===== config.mk =====
export PLATFORM = sky130hd
export DESIGN_NAME = wwdt_top
export DESIGN_NICKNAME = d
export VERILOG_FILES = /design/src/rtl/wwdt_pkg.sv /design/src/rtl/wwdt_tick.sv /design/src/rtl/wwdt_core.sv /design/src/rtl/wwdt_regs.sv /design/src/rtl/wwdt_top.sv
export SDC_FILE = /design/constraint.sdc
export NUM_CORES = 1
export LEC_CHECK = 0
export ABC_AREA = 1
export ABC_CLOCK_PERIOD_IN_PS = 2800
export BUFFER_PORTS_ARGS = -buffer_cell sky130_fd_sc_hd__buf_4
export CAP_MARGIN = 20
export CORE_ASPECT_RATIO = 0.5
export CORE_MARGIN = 3
export CORE_UTILIZATION = 56
export DETAILED_ROUTE_END_ITERATION = 8
export PLACE_DENSITY = 0.82
export SLEW_MARGIN = 10
export SYNTH_ARGS = -nofsm -noshare
export SYNTH_HDL_FRONTEND = slang
export SYNTH_SLANG_ARGS = --single-unit

===== constraint.sdc =====
create_clock -name clk -period 2.8 [get_ports clk]
set_input_delay 0 -clock clk [delete_from_list [all_inputs] [get_ports clk]]
set_output_delay 0 -clock clk [all_outputs]
set_load 0.1 [all_outputs]

===== src/rtl/wwdt_pkg.sv =====
package wwdt_pkg;
  localparam int CNT_W = 12;

  localparam logic [3:0] ADDR_CTRL = 4'h0;
  localparam logic [3:0] ADDR_MODE = 4'h4;
  localparam logic [3:0] ADDR_STAT = 4'h8;

  // configuration layout, MSB first
  typedef struct packed {
    logic [1:0]       rsvd;
    logic             idle_frz;
    logic             dbg_frz;
    logic [CNT_W-1:0] window;
    logic             dis;
    logic             proc_only;
    logic             rst_en;
    logic             irq_en;
    logic [CNT_W-1:0] reload;
  } wdog_cfg_t;

  localparam logic [31:0] CFG_RESET = 32'h3FFF_2FFF;
  localparam logic [31:0] CFG_MASK  = 32'h3FFF_FFFF;
endpackage


===== src/rtl/wwdt_tick.sv =====
module wwdt_tick #(
  parameter int TICK_DIV = 128
) (
  input  logic clk,
  input  logic rst_n,
  output logic tick_o
);
  localparam int PW = (TICK_DIV > 2) ? $clog2(TICK_DIV) : 1;
  localparam logic [PW-1:0] LAST = PW'(TICK_DIV - 1);

  logic [PW-1:0] div_q, div_d;
  logic          tick_q, tick_d;

  always_comb begin
    div_d  = (div_q == LAST) ? '0 : div_q + 1'b1;
    tick_d = (div_q == LAST);
  end

  always_ff @(posedge clk or negedge rst_n) begin
    if (!rst_n) begin
      div_q  <= '0;
      tick_q <= 1'b0;
    end else begin
      div_q  <= div_d;
      tick_q <= tick_d;
    end
  end

  assign tick_o = tick_q;
endmodule


===== src/rtl/wwdt_core.sv =====
module wwdt_core
  import wwdt_pkg::*;
(
  input  logic             clk,
  input  logic             rst_n,
  input  logic             tick_i,
  input  logic [CNT_W-1:0] reload_i,
  input  logic [CNT_W-1:0] window_i,
  input  logic             dis_i,
  input  logic             idle_frz_i,
  input  logic             dbg_frz_i,
  input  logic             core_idle_i,
  input  logic             dbg_halt_i,
  input  logic             load_i,
  input  logic [CNT_W-1:0] load_val_i,
  input  logic             restart_i,
  output logic             unf_evt_o,
  output logic             win_evt_o
);
  logic [CNT_W-1:0] cnt_q, cnt_d;
  logic             run, restart_eff;

  always_comb begin
    run         = !dis_i && !(core_idle_i && idle_frz_i) && !(dbg_halt_i && dbg_frz_i);
    restart_eff = restart_i && !dis_i;
    win_evt_o   = restart_eff && (cnt_q > window_i);
    unf_evt_o   = !load_i && !restart_eff && tick_i && run && (cnt_q == '0);
    cnt_d       = cnt_q;
    if (load_i)
      cnt_d = load_val_i;
    else if (restart_eff)
      cnt_d = reload_i;
    else if (tick_i && run)
      cnt_d = (cnt_q == '0) ? reload_i : cnt_q - 1'b1;
  end

  always_ff @(posedge clk or negedge rst_n) begin
    if (!rst_n) cnt_q <= '1;
    else        cnt_q <= cnt_d;
  end


  cnt_dec_chk: assert property (@(posedge clk) disable iff (!rst_n)
    (tick_i && run && cnt_q != '0 && !load_i && !restart_eff) |=> cnt_q == $past(cnt_q) - 1'b1);

  cnt_hold_chk: assert property (@(posedge clk) disable iff (!rst_n)
    (!run && !load_i && !restart_eff) |=> $stable(cnt_q));

  unf_reload_chk: assert property (@(posedge clk) disable iff (!rst_n)
    unf_evt_o |=> cnt_q == $past(reload_i));
endmodule


===== src/rtl/wwdt_regs.sv =====
module wwdt_regs
  import wwdt_pkg::*;
#(
  parameter logic [7:0] KEY = 8'hA5
) (
  input  logic             clk,
  input  logic             rst_n,
  input  logic             bus_sel,
  input  logic             bus_wr,
  input  logic [3:0]       bus_addr,
  input  logic [31:0]      bus_wdata,
  output logic [31:0]      bus_rdata,
  input  logic             unf_evt_i,
  input  logic             win_evt_i,
  output wdog_cfg_t        cfg_o,
  output logic             load_o,
  output logic [CNT_W-1:0] load_val_o,
  output logic             restart_o,
  output logic [1:0]       status_o
);
  wdog_cfg_t  cfg_q, cfg_d;
  logic       locked_q, locked_d;
  logic [1:0] stat_q, stat_d;
  logic       cfg_we, stat_rd;

  always_comb begin
    cfg_we     = bus_sel && bus_wr && (bus_addr == ADDR_MODE) && !locked_q;
    stat_rd    = bus_sel && !bus_wr && (bus_addr == ADDR_STAT);
    restart_o  = bus_sel && bus_wr && (bus_addr == ADDR_CTRL) &&
                 (bus_wdata[31:24] == KEY) && bus_wdata[0];
    load_o     = cfg_we;
    load_val_o = bus_wdata[CNT_W-1:0];
    cfg_d      = cfg_we ? wdog_cfg_t'(bus_wdata & CFG_MASK) : cfg_q;
    locked_d   = locked_q || cfg_we;
    stat_d     = (stat_rd ? 2'b00 : stat_q) | {win_evt_i, unf_evt_i};
    unique case (bus_addr)
      ADDR_MODE: bus_rdata = cfg_q;
      ADDR_STAT: bus_rdata = {30'd0, stat_q};
      default:   bus_rdata = '0;
    endcase
  end

  always_ff @(posedge clk or negedge rst_n) begin
    if (!rst_n) begin
      cfg_q    <= wdog_cfg_t'(CFG_RESET);
      locked_q <= 1'b0;
      stat_q   <= 2'b00;
    end else begin
      cfg_q    <= cfg_d;
      locked_q <= locked_d;
      stat_q   <= stat_d;
    end
  end

  assign cfg_o    = cfg_q;
  assign status_o = stat_q;


  mode_lock_chk: assert property (@(posedge clk) disable iff (!rst_n)
    (locked_q && bus_sel && bus_wr) |=> $stable(cfg_q));

  stat_clr_chk: assert property (@(posedge clk) disable iff (!rst_n)
    (stat_rd && !unf_evt_i && !win_evt_i) |=> stat_q == 2'b00);
endmodule


===== src/rtl/wwdt_top.sv =====
module wwdt_top
  import wwdt_pkg::*;
#(
  parameter int         TICK_DIV = 128,
  parameter logic [7:0] KEY      = 8'hA5
) (
  input  logic        clk,
  input  logic        rst_n,
  input  logic        bus_sel,
  input  logic        bus_wr,
  input  logic [3:0]  bus_addr,
  input  logic [31:0] bus_wdata,
  output logic [31:0] bus_rdata,
  input  logic        core_idle_i,
  input  logic        dbg_halt_i,
  output logic        fault_irq_o,
  output logic        rst_req_o,
  output logic        rst_proc_only_o
);
  wdog_cfg_t        cfg;
  logic             tick, load, restart, unf_evt, win_evt;
  logic [CNT_W-1:0] load_val;
  logic [1:0]       status;
  logic             rreq_q, rreq_d;

  wwdt_tick #(.TICK_DIV(TICK_DIV)) u_tick (
    .clk(clk), .rst_n(rst_n), .tick_o(tick)
  );

  wwdt_regs #(.KEY(KEY)) u_regs (
    .clk(clk), .rst_n(rst_n),
    .bus_sel(bus_sel), .bus_wr(bus_wr), .bus_addr(bus_addr),
    .bus_wdata(bus_wdata), .bus_rdata(bus_rdata),
    .unf_evt_i(unf_evt), .win_evt_i(win_evt),
    .cfg_o(cfg), .load_o(load), .load_val_o(load_val),
    .restart_o(restart), .status_o(status)
  );

  wwdt_core u_core (
    .clk(clk), .rst_n(rst_n), .tick_i(tick),
    .reload_i(cfg.reload), .window_i(cfg.window), .dis_i(cfg.dis),
    .idle_frz_i(cfg.idle_frz), .dbg_frz_i(cfg.dbg_frz),
    .core_idle_i(core_idle_i), .dbg_halt_i(dbg_halt_i),
    .load_i(load), .load_val_i(load_val), .restart_i(restart),
    .unf_evt_o(unf_evt), .win_evt_o(win_evt)
  );

  always_comb rreq_d = (unf_evt || win_evt) && cfg.rst_en;

  always_ff @(posedge clk or negedge rst_n) begin
    if (!rst_n) rreq_q <= 1'b0;
    else        rreq_q <= rreq_d;
  end

  assign rst_req_o       = rreq_q;
  assign fault_irq_o     = cfg.irq_en && (status != 2'b00);
  assign rst_proc_only_o = cfg.proc_only;


  win_flag_chk: assert property (@(posedge clk) disable iff (!rst_n)
    win_evt |=> status[1]);

  rreq_src_chk: assert property (@(posedge clk) disable iff (!rst_n)
    rst_req_o |-> $past(unf_evt || win_evt));
endmodule


# Word-level counts from Yosys, hierarchy flattened
# Index checks and enable logic that the tools add are counted.
[word_totals]
register_bits = 54
inputBits = 42
out_inout_bits = 35
[classes]
addsub = 2
order_cmp = 1
n_eq_ne = 4
n_mux = 7
n_bitwise = 1
n_reduce_logical = 34
[op_table]
columns = ["cell", "n"]
rows = [
  ["$pmux 30 s2", 1],
  ["$mux 12", 4],
  ["$logic_and 1x1->1", 21],
  ["$gt 12x12->1", 1],
  ["$logic_not 12->1", 1],
  ["$sub 12x1->12 const B", 1],
  ["$eq 8x8->1 const B", 1],
  ["$add 7x1->7 const B", 1],
  ["$eq 7x7->1 const B", 1],
  ["$logic_not 1->1", 7],
  ["$mux 7", 1],
  ["$eq 4x3->1 const B", 1],
  ["$eq 4x4->1 const B", 1],
  ["$logic_not 4->1", 1],
  ["$reduce_bool 3->1", 1],
  ["$logic_or 1x1->1", 2],
  ["$mux 2", 1],
  ["$or 2x2->2", 1],
  ["$reduce_bool 2->1", 1],
]

# Logic depth before layout (Yosys ltp)
[logic_depth]
depth_word = 12
depth_mapped = 11

# By module
# From an unflattened synthesis, not the netlist that was laid out.
[unflattened]
cells_unflattened = 533
hier_area_um2 = 3763.6
[modules_own_cells]
columns = ["mod", "n_inst", "cells_each", "area_per_inst_um2", "seq_area_each_um2"]
rows = [
  ["wwdt_regs", 1, 254, 1895.6, 859.6],
  ["wwdt_core", 1, 235, 1482.7, 315.3],
  ["wwdt_tick", 1, 37, 337.8, 200.2],
  ["wwdt_top", 1, 7, 47.5, 25.0],
]

# Worst setup path before layout
# OpenSTA, ideal clock, no wires.
[synth_timing]
path_kind = "register to output"
start = "register u_regs.cfg_q (netlist bit u_regs.cfg_o[14])"
end = "output port bus_rdata[14]"
arrival_time_ns = 2.322
t_required_ns = 2.800
path_slack_ns = 0.478
path_stages_with_launch = 3
cell_sequence = "dfrtp_1 > inv_1 > nor2_1"
[synth_between]
elab_chain_cells = 1
[synth_lines]
columns = ["item", "line_no", "rtl"]
rows = [
  ["start, declared", "wwdt_regs.sv:21", "wdog_cfg_t cfg_q, cfg_d;"],
  ["start signal, assigned", "wwdt_regs.sv:45", "cfg_q <= wdog_cfg_t'(CFG_RESET);"],
  ["start signal, assigned", "wwdt_regs.sv:49", "cfg_q <= cfg_d;"],
  ["$pmux 30 s2", "wwdt_regs.sv:36", "unique case (bus_addr)"],
  ["end, declared", "wwdt_top.sv:13", "output logic [31:0] bus_rdata,"],
]
# No other way between the ends.

# Worst setup path after layout
[layout_timing]
start = "register u_core.cnt_q[0]"
end = "register u_core.cnt_q[11]"
[layout_between]
elab_chain_cells = 5
elab_cells_between_ends = 6
classes_between = "add/sub (1); mux (4); reduce/logical (1)"
[layout_lines]
columns = ["item", "line_no", "rtl"]
rows = [
  ["start, declared", "wwdt_core.sv:20", "logic [CNT_W-1:0] cnt_q, cnt_d;"],
  ["start signal, assigned", "wwdt_core.sv:39", "else cnt_q <= cnt_d;"],
  ["$sub 12x1->12 / $logic_not 12->1 (equally long branches)", "wwdt_core.sv:34", "cnt_d = (cnt_q == '0) ? reload_i : cnt_q - 1'b1;"],
  ["$mux 12 *", "wwdt_core.sv:34", ""],
  ["$mux 12 *", "wwdt_core.sv:33", "else if (tick_i && run)"],
  ["$mux 12 *", "wwdt_core.sv:31", "else if (restart_eff)"],
  ["$mux 12 *", "wwdt_core.sv:29", "if (load_i)"],
]
# Every way passes the cells marked *; elsewhere a longest branch is shown, timed or not. The select of a mux whose other input is x is not followed.
# A chain may end at the register's enable or synchronous reset.

==> flow_summary.json <==
{
  "fmax_mhz": 527,
  "grt_use_met1_pct": 33.2,
  "hold_path_class": "in2reg",
  "min_period_ns": 1.90,
  "end_kind": "flip-flop",
  "combPwrFrac_pct": 13.4,
  "final_common_cell": "nand2_1",
  "max_slew_margin_pct": 29.7,
  "grt_pass1_vias": 2918,
  "use_met2_pct": 42.2,
  "rsz0062_at_grt": "no",
  "reg2reg_slack_ns": 0.90,
  "placementRows": 19,
  "synth-seq-cells": 54,
  "grt_busiest_layer": "met2",
  "seq_area_sq_mm": 0.00140,
  "period_share_pct": 67.7,
  "die_y_microns": 61.0,
  "fp.dieW_microns": 116,
  "drtPass1Iterations": 4,
  "final_cell_mix": "nand2_1, nor2_1, buf_4",
  "core_sq_mm": 0.00566,
  "power_density_mw_per_mm2": 372,
  "antenna_found_initial": 0,
  "critPathArrivalTime_ns": 2.12,
  "synth-xor-area-share_pct": 1.55,
  "yosysWarnings": 0,
  "start_kind": "flip-flop",
  "overflow": 0,
  "yosysUniqueCellTypes": 30,
  "clock-skew-final_ns": 0.00483,
  "num_vias": 3157,
  "fin_setup_tns_ns": 0,
  "synth.area.mux_share_pct": 0,
  "ioPinCount": 77,
  "multiInputGateArea_sq_mm": 0.00159,
  "syn_avg_cell_area_sq_um": 7.29,
  "post_cts_resized": 0,
  "drive_gt1_share_pct": 26.2,
  "status": "finished clean",
  "switching_share_pct": 26.1,
  "postLayoutCoreUtil_pct": 77.4,
  "wirelength_mm": 8.32,
  "drc": 0,
  "cts_tree": "done",
  "grt_max_degree": 55,
  "cts_sinks": 54,
  "clock_latency_ns": 0.30,
  "maxCapViolCount": 0,
  "n_fill_cell": 447,
  "worstMarginPinSlew_ns": 1.05,
  "die-area_sq_mm": 0.00707,
  "setup_viol": 0,
  "seqPwrFrac_pct": 48.5,
  "nets": 618,
  "clockBufferDepth": 2,
  "cp_max_fo": 7,
  "p_sw_mw": 0.425,
  "synth-compound-area-share_pct": 10.4,
  "yosysTopAreaCell": "dfstp_2",
  "internal-power_mw": 1.20,
  "wl_per_cell_microns": 13.1,
  "vias_per_cell": 4.97,
  "yosys-top-cells-area": "dfstp_2, nand2_1, dfrtp_1",
  "start_util_pct": 59.8,
  "slew_violations": 0,
  "drtIter0Drc": 178,
  "synth_top_cell_area_share_pct": 30.3,
  "grt_usage_pct": 24.7,
  "synth.cell_area_sq_mm": 0.00338,
  "synth_top_family_by_area": "simple AND/OR/NAND/NOR gates",
  "grtUsageMet3_pct": 4.98,
  "synthAdderAreaFrac_pct": 5.55,
  "antenna_cells": 0,
  "grt_pass1_wl_mm": 13.5,
  "yosysSeqAreaShare_pct": 41.4,
  "gp_congestion": 0.893,
  "vdd_drop_max_uv": 316,
  "antenna_left": 0,
  "dpl.hpwl_mm": 5.72,
  "yosys.area_share.simple_pct": 29.1,
  "required_ns": 3.03,
  "cts_buffers": 5,
  "clkPwrFrac_pct": 38.1,
  "leakagePower_nw": 2.37,
  "crit_type": "reg2reg",
  "finalHoldViolCount": 0,
  "netlist_instances": 464,
  "area.growth.synth_to_final_pct": 29.3,
  "io_buffer_count": 74,
  "clk_pin_slew_ns": 0.07,
  "ctsRootBufferMaster": "clkbuf_16",
  "cts_htree_levels": 2
}
-- sequential cells by signal, indices dropped and copies added, names as in the netlist --
signal           cells
u_core.cnt_q        12
u_regs.locked_q      1
u_regs.cfg_o        30
u_tick.div_q         7
u_tick.tick_o        1
rst_req_o            1
u_regs.status_o      2
-- layout make-up --
| class | instances | area share [%] |
|---|---|---|
| clock inverter | 3 | 0.486 |
| multi-input combinational | 318 | 36.2 |
| sequential | 54 | 32.0 |
| clock buffer | 5 | 2.86 |
| tap | 73 | 2.09 |
| timing repair buffer | 105 | 19.7 |
| inverter | 77 | 6.60 |
-- layer usage --
| metal | vias to the layer above | wire length [microns] |
|---|---|---|
| li1 | 1628 | - |
| met1 | 1432 | 3980 |
| met2 | 88 | 3760 |
| met3 | 9 | 484 |
| met4 | 0 | 95 |
| met5 | - | 0 |
-- critical path: stages, from the launching register on --
cell and delay (ns):
dfstp_2 0.54, inv_1 0.09, ha_1 0.21, nand2_1 0.06
nor2_1 0.05, nand2_1 0.06, nor2_1 0.03, nor2_1 0.46
nand3_1 0.14, nand2_1 0.11, a21oi_2 0.05
-- cell usage after synthesis (all sizes together) --
cell,n
nor3b,1
ha,15
clkbuf,4
inv,77
a21oi,22
o21ai,37
o21a,1
xnor2,1
nand4,8
nor2,82
buf,12
nand3,21
dfrtp,15
conb,1
dfstp,39
nand2,114
o22ai,2
and3,2
nand3b,1
nor3,4
xor2,5
-- stage by stage --
stage                     std cells  total power [mW]  hold slack [ns]  instance area, sq um  worst slack [ns]
after floorplan                 465             0.906           -0.296                  3390             0.478
after global placement          597             0.983           0.0803                  3930             0.985
after detailed placement        597             0.985           0.0812                  3930             0.960
after CTS                       635              1.64           0.0101                  4380             0.955
after global routing            635              1.68           0.0137                  4380             0.772
final                           635              1.63           0.0266                  4380             0.903
-- kinds of logic after synthesis --
| group | Yosys count |
|---|---|
| AO/OA/AOI/OAI | 62 |
| other | 1 |
| flip-flops | 54 |
| AND/OR/NAND/NOR | 233 |
| adder cells (fa/ha/maj) | 15 |
| XOR/XNOR | 6 |
| buffers and inverters | 93 |
-- power groups by stage --
stage	registers (mW)	clock network [mW]	logic (mW)
CTS	0.789	0.630	0.217
detailed placement	0.802	0	0.183
global route	0.789	0.661	0.232
floorplan	0.803	0	0.104
global placement	0.802	0	0.182
finish	0.789	0.619	0.219
-- final timing paths --
| path | cells past startpoint | start | endpoint |
|---|---|---|---|
| max in group asynchronous | 2 | rst_n | u_regs.cfg_o[15] |
| worst max-delay path | 10 | u_core.cnt_q[0] | u_core.cnt_q[11] |
| min in group asynchronous | 2 | rst_n | u_tick.div_q[2] |
| worst max register to register | 10 | u_core.cnt_q[0] | u_core.cnt_q[11] |
| worst min-delay path | 3 | bus_wdata[5] | u_regs.cfg_o[5] |
| worst min register to register | 1 | u_tick.div_q[0] | u_tick.div_q[0] |
-- what timing repair did --
action | 4_1_cts | 5_1_grt
buffers inserted | 0 | 0
hold endpoints to repair | 44 | 0
hold buffers | 30 | 0
(Power assumes the default switching activity.)
